==> config.mk <==
export PLATFORM = sky130hd
export DESIGN_NAME = gpio_bank
export DESIGN_NICKNAME = d
export VERILOG_FILES = /design/src/rtl/gpio_pkg.sv /design/src/rtl/gpio_sync.sv /design/src/rtl/gpio_detect.sv /design/src/rtl/gpio_bank.sv
export SDC_FILE = /design/constraint.sdc
export NUM_CORES = 1
export LEC_CHECK = 0
export BUFFER_PORTS_ARGS = -buffer_cell sky130_fd_sc_hd__buf_4
export CAP_MARGIN = 25
export CORE_ASPECT_RATIO = 1.4
export CORE_UTILIZATION = 50
export DETAILED_ROUTE_END_ITERATION = 8
export PLACE_DENSITY_LB_ADDON = 0.3
export SLEW_MARGIN = 40
export SYNTH_ARGS = -nofsm -noshare
export SYNTH_HDL_FRONTEND = slang
export SYNTH_SLANG_ARGS = --single-unit
==> constraint.sdc <==
create_clock -name clk -period 2.4 [get_ports clk]
set_input_delay 0.24 -clock clk [delete_from_list [all_inputs] [get_ports clk]]
set_output_delay 0.24 -clock clk [all_outputs]
set_load 0.05 [all_outputs]
==> src/rtl/gpio_pkg.sv <==
package gpio_pkg;
    localparam int ADDR_W = 8;

    localparam logic [ADDR_W-1:0] OFF_REV     = 8'h00;
    localparam logic [ADDR_W-1:0] OFF_CFG     = 8'h10;
    localparam logic [ADDR_W-1:0] OFF_SYS     = 8'h14;
    localparam logic [ADDR_W-1:0] OFF_PEND    = 8'h18;
    localparam logic [ADDR_W-1:0] OFF_IRQEN   = 8'h1C;
    localparam logic [ADDR_W-1:0] OFF_DIR     = 8'h34;
    localparam logic [ADDR_W-1:0] OFF_PINS    = 8'h38;
    localparam logic [ADDR_W-1:0] OFF_OUT     = 8'h3C;
    localparam logic [ADDR_W-1:0] OFF_DLOW    = 8'h40;
    localparam logic [ADDR_W-1:0] OFF_DHIGH   = 8'h44;
    localparam logic [ADDR_W-1:0] OFF_DRISE   = 8'h48;
    localparam logic [ADDR_W-1:0] OFF_DFALL   = 8'h4C;
    localparam logic [ADDR_W-1:0] OFF_IE_CLR  = 8'h60;
    localparam logic [ADDR_W-1:0] OFF_IE_SET  = 8'h64;
    localparam logic [ADDR_W-1:0] OFF_WK_CLR  = 8'h80;
    localparam logic [ADDR_W-1:0] OFF_WK_SET  = 8'h84;
    localparam logic [ADDR_W-1:0] OFF_OUT_CLR = 8'h90;
    localparam logic [ADDR_W-1:0] OFF_OUT_SET = 8'h94;
endpackage

==> src/rtl/gpio_sync.sv <==
module gpio_sync #(
    parameter int N = 32
) (
    input  logic         clk,
    input  logic         rst_n,
    input  logic [N-1:0] async_in,
    output logic [N-1:0] cur,
    output logic [N-1:0] prev
);
    typedef struct packed {
        logic [N-1:0] meta;
        logic [N-1:0] cur;
        logic [N-1:0] prev;
    } sync_t;

    sync_t s_d, s_q;

    always_comb begin
        s_d.meta = async_in;
        s_d.cur  = s_q.meta;
        s_d.prev = s_q.cur;
    end

    always_ff @(posedge clk or negedge rst_n) begin
        if (!rst_n) s_q <= '0;
        else        s_q <= s_d;
    end

    assign cur  = s_q.cur;
    assign prev = s_q.prev;
endmodule

==> src/rtl/gpio_detect.sv <==
module gpio_detect #(
    parameter int N = 32
) (
    input  logic [N-1:0] cur,
    input  logic [N-1:0] prev,
    input  logic [N-1:0] en_low,
    input  logic [N-1:0] en_high,
    input  logic [N-1:0] en_rise,
    input  logic [N-1:0] en_fall,
    output logic [N-1:0] hit
);
    for (genvar i = 0; i < N; i++) begin : g_pin
        logic lvl_hit, edge_hit;
        always_comb begin
            lvl_hit  = (en_low[i] & ~cur[i]) | (en_high[i] & cur[i]);
            edge_hit = (en_rise[i] & cur[i] & ~prev[i])
                     | (en_fall[i] & ~cur[i] & prev[i]);
            hit[i]   = lvl_hit | edge_hit;
        end
    end
endmodule

==> src/rtl/gpio_bank.sv <==
module gpio_bank #(
    parameter int         N         = 32,
    parameter int         DW        = 32,
    parameter int         CFG_W     = 8,
    parameter logic [3:0] REV_MAJOR = 4'h1,
    parameter logic [3:0] REV_MINOR = 4'h8
) (
    input  logic          clk,
    input  logic          rst_n,
    input  logic          reg_en,
    input  logic          reg_we,
    input  logic [7:0]    reg_addr,
    input  logic [DW-1:0] reg_wdata,
    output logic [DW-1:0] reg_rdata,
    input  logic [N-1:0]  pin_in,
    output logic [N-1:0]  pin_out,
    output logic [N-1:0]  pad_drive_en,
    output logic          irq,
    output logic          wake
);
    import gpio_pkg::*;

    typedef struct packed {
        logic [N-1:0]     dir;
        logic [N-1:0]     dout;
        logic [N-1:0]     ie;
        logic [N-1:0]     wk;
        logic [N-1:0]     dlow;
        logic [N-1:0]     dhigh;
        logic [N-1:0]     drise;
        logic [N-1:0]     dfall;
        logic [N-1:0]     pend;
        logic [CFG_W-1:0] cfg;
    } bank_t;

    bank_t        q, d;
    logic [N-1:0] pin_cur, pin_prev, det, clr_pend, wv;
    logic         wr;

    gpio_sync #(.N(N)) u_sync (
        .clk      (clk),
        .rst_n    (rst_n),
        .async_in (pin_in),
        .cur      (pin_cur),
        .prev     (pin_prev)
    );

    gpio_detect #(.N(N)) u_detect (
        .cur     (pin_cur),
        .prev    (pin_prev),
        .en_low  (q.dlow),
        .en_high (q.dhigh),
        .en_rise (q.drise),
        .en_fall (q.dfall),
        .hit     (det)
    );

    always_comb begin
        d        = q;
        wr       = reg_en & reg_we;
        wv       = reg_wdata[N-1:0];
        clr_pend = '0;
        if (wr) begin
            case (reg_addr)
                OFF_CFG:     d.cfg   = reg_wdata[CFG_W-1:0];
                OFF_PEND:    clr_pend = wv;
                OFF_IRQEN:   d.ie    = wv;
                OFF_DIR:     d.dir   = wv;
                OFF_OUT:     d.dout  = wv;
                OFF_DLOW:    d.dlow  = wv;
                OFF_DHIGH:   d.dhigh = wv;
                OFF_DRISE:   d.drise = wv;
                OFF_DFALL:   d.dfall = wv;
                OFF_IE_CLR:  d.ie    = q.ie & ~wv;
                OFF_IE_SET:  d.ie    = q.ie | wv;
                OFF_WK_CLR:  d.wk    = q.wk & ~wv;
                OFF_WK_SET:  d.wk    = q.wk | wv;
                OFF_OUT_CLR: d.dout  = q.dout & ~wv;
                OFF_OUT_SET: d.dout  = q.dout | wv;
                default: ;
            endcase
        end
        // a detection in the same cycle overrides a clear
        d.pend = (q.pend & ~clr_pend) | det;
    end

    always_ff @(posedge clk or negedge rst_n) begin
        if (!rst_n) begin
            q     <= '0;
            q.dir <= '1;
        end else begin
            q <= d;
        end
    end

    always_comb begin
        reg_rdata = '0;
        case (reg_addr)
            OFF_REV:    reg_rdata = DW'({REV_MAJOR, REV_MINOR});
            OFF_CFG:    reg_rdata = DW'(q.cfg);
            OFF_SYS:    reg_rdata = DW'(1'b1);
            OFF_PEND:   reg_rdata = DW'(q.pend);
            OFF_IRQEN:  reg_rdata = DW'(q.ie);
            OFF_DIR:    reg_rdata = DW'(q.dir);
            OFF_PINS:   reg_rdata = DW'(pin_cur);
            OFF_OUT:    reg_rdata = DW'(q.dout);
            OFF_DLOW:   reg_rdata = DW'(q.dlow);
            OFF_DHIGH:  reg_rdata = DW'(q.dhigh);
            OFF_DRISE:  reg_rdata = DW'(q.drise);
            OFF_DFALL:  reg_rdata = DW'(q.dfall);
            OFF_WK_CLR,
            OFF_WK_SET: reg_rdata = DW'(q.wk);
            default:    reg_rdata = '0;
        endcase
    end

    assign pin_out      = q.dout;
    assign pad_drive_en = ~q.dir;
    assign irq          = |(q.pend & q.ie);
    assign wake         = |(det & q.wk);
endmodule

==> impl_metrics.json <==
{
  "status": "complete, but fails checks",
  "violations": "negative setup slack",
  "start_kind": "flip-flop",
  "path_max_fanout": 3,
  "ys.warnings.count": 0,
  "worstPathRequired_ns": 2.16,
  "netlist_instances": 1587,
  "die-height_um": 225.9,
  "layout_setup_ws_ns": -0.6005,
  "cpMaxStageDelayCell": "or4_1",
  "hold_violations": 0,
  "final_cell_mix": "dfrtp_1, buf_4, nand2_1",
  "post-route-min-period_ns": 3.000,
  "drive_gt1_share_pct": 32.66,
  "clk_latency_ns": 0.57,
  "num_rows": 81,
  "core_mm2": 0.03507,
  "fillers": 2677,
  "intPower_mw": 11.76,
  "dp.cells": 2236,
  "synth.distinct_cells": 62,
  "synth_top_flop_cell": "dfrtp_1",
  "ys_seq_area_share_pct": 55.02,
  "grt.overflow.total": 0,
  "async_flop_share_pct": 100.0,
  "via_per_inst": 6.459,
  "grt_max_degree": 65,
  "areaGrowthSynthToFinish_pct": 28.31,
  "synth.avg_cell_area_um2": 11.28,
  "syn_nets": 1663,
  "peakVddDrop_uv": 745.6,
  "max_slew_margin_pct": 53.25,
  "switching_share_pct": 24.68,
  "numCtsBuffers": 39,
  "p_per_area_mw_per_mm2": 680.0,
  "power_leakage_nw": 10.56,
  "max_freq_ghz": 0.3333,
  "grt_setup_unrepaired": "true",
  "pwr-share-seq_pct": 45.4,
  "utilization_pct": 65.50,
  "start_util_pct": 51.05,
  "tns_ns": -0.7138,
  "tightestPinTransition_ns": 0.7013,
  "finalSetupViolCount": 2,
  "clock-root-buffer": "clkbuf_16",
  "ctsHtreeMaxLevel": 2,
  "cts_tree": "done",
  "arrival_ns": 2.76,
  "wl_per_cell_um": 26.76,
  "pwr-share-comb_pct": 10.0,
  "synth_edf_count": 0,
  "finalNonFillerCells": 2383,
  "final_common_cell": "dfrtp_1",
  "num_vias": 15392,
  "gr-usage-all-layers_pct": 35.46,
  "hpwlAfterDp_mm": 44.25,
  "port_buffers": 173,
  "ys_ff_latch": 392,
  "finClkSkew_ns": 0.02447,
  "post-route-period-util_pct": 125.0,
  "endpoint_kind": "output pin",
  "dieArea_mm2": 0.03657,
  "drcViolationCount": 0,
  "postRouteAntennaNets": 0,
  "cts.sinks": 392,
  "finalWeightedCongestion": 1.006,
  "first_pass_iters": 8,
  "hold_class": "in -> reg",
  "worstPathCellList": "a211oi_2 > a31oi_1 > a22o_1 > or4_1 > or4_4 > buf_8",
  "drv_cap": 0,
  "drt_iter0_drc": 1979,
  "nNetsFinal": 1971,
  "drt_wl_total_mm": 63.76,
  "total_power_mw": 15.62,
  "crit_type": "reg -> out",
  "slowest_delay_ns": 0.52,
  "fp.dieW_um": 161.9,
  "syn_area_mm2": 0.01790,
  "clk_transition_reported_paths_ns": 0.06,
  "pin_count": 174,
  "hold_ws_ns": 0.0007873,
  "pwr-share-clk_pct": 44.6,
  "first_global_vias": 15571,
  "switching_power_mw": 3.854,
  "clock_path_buffers": 3,
  "grt_first_pass_wirelength_mm": 95.62,
  "finalMaxSlewViolations": 0,
  "antenna_found_initial": 2
}
## power by group through the flow
stage | Clock, mW | Sequential [mW] | Combinational, mW
4_1_cts | 7.00 | 7.07 | 1.55
2_1_floorplan | 0 | 7.10 | 0.762
5_1_grt | 7.24 | 7.10 | 1.65
3_3_place_gp | 0 | 7.18 | 1.38
3_5_place_dp | 0 | 7.19 | 1.41
6_report | 6.97 | 7.08 | 1.57
## state kept, by name, indices dropped and copies added, names as in the netlist, named ones only
name	cells
pin_out	32
u_sync.prev	32
u_sync.s_d	32
q	232
u_sync.cur	32
## final cells by class
type,count,area [um2],area share [%]
well taps,456,570.5,2.484
inverters,66,247.7,1.079
diodes,1,2.502,0.01090
clock inverters,18,340.3,1.482
flip-flops and latches,392,9851,42.89
clock buffers,54,1124,4.892
multi-input cells,966,7117,30.99
repair buffers,430,3716,16.18
## stage by stage
stage               setup WS, ns  instance area [um2]
floorplan                0.03909                17910
global placement         -0.1210                20600
detailed placement       -0.1262                20600
CTS                      -0.5764                22880
global route             -0.6584                22970
finish                   -0.6005                22970
## cells by family after synthesis
logic type / count (synthesis) / synth area share (%)
and+or+nand+nor: 310 / 8.814
buffers and inverters: 229 / 6.361
muxes: 159 / 9.925
AOI/OAI and AO/OA: 497 / 19.88
DFF: 392 / 55.02
## synth_stat cells, types with 9 or more instances
cell type	number	area share, %
mux2i_1	11	0.62
mux2_2	105	6.6
a32oi_1	9	0.44
o22ai_1	12	0.42
nor2_1	27	0.57
o21ai_1	18	0.50
a211oi_1	30	1.3
clkbuf_1	69	1.4
nand2_1	163	3.4
a31oi_1	25	0.87
inv_1	65	1.4
nor2b_1	13	0.45
a221oi_1	11	0.54
a21oi_1	13	0.36
nand3_1	28	0.78
buf_4	47	2.0
nand2b_1	29	1.0
buf_2	37	1.0
a22o_1	89	4.4
o21ai_0	124	3.5
a21o_1	25	1.0
mux2_1	43	2.7
a222oi_1	29	1.6
dfrtp_1	360	50
dfstp_2	32	4.7
a22oi_1	73	3.1
## what timing repair did
item | in CTS | in global routing
endpoints found under the setup margin | 5 | 8
hold endpoints to repair | 140 | 0
setup buffers | 9 | 3
pin swaps | 13 | 9
hold buffers | 62 | 0
gates resized for setup | 26 | 16
## per-layer routing
layer / track usage (%) / part of all wire [%] / up-vias
met5: 0 / 0.017 / -
met2: 56.39 / 47 / 1033
met3: 8.540 / 9.5 / 294
li1: - / - / 6414
met1: 42.83 / 36 / 7649
met4: 23.65 / 7.1 / 2
## critical path: cells and delay by family, from the launching register on
| family | cells | cell delay (ns) |
|---|---|---|
| AND/OR/NAND/NOR | 2 | 0.98 |
| AO/OA/AOI/OAI | 3 | 0.63 |
| flip-flops | 1 | 0.42 |
| buffers and inverters | 1 | 0.17 |
## path summary, 6_finish.rpt
path                           startpoint        endpoint  slack [ns]  depth (start not counted)
min                          reg_wdata[0]          q[264]      0.0008                          3
min in group asynchronous           rst_n      pin_out[8]        0.22                          2
max                        u_sync.cur[15]            wake       -0.60                          6
max reg2reg                u_sync.prev[7]           q[15]        1.21                          3
max in group asynchronous           rst_n          q[278]        1.37                          3
min reg2reg                u_sync.s_d[45]  u_sync.cur[13]        0.34                          0
No activity file was read; power rests on OpenSTA's default activity.
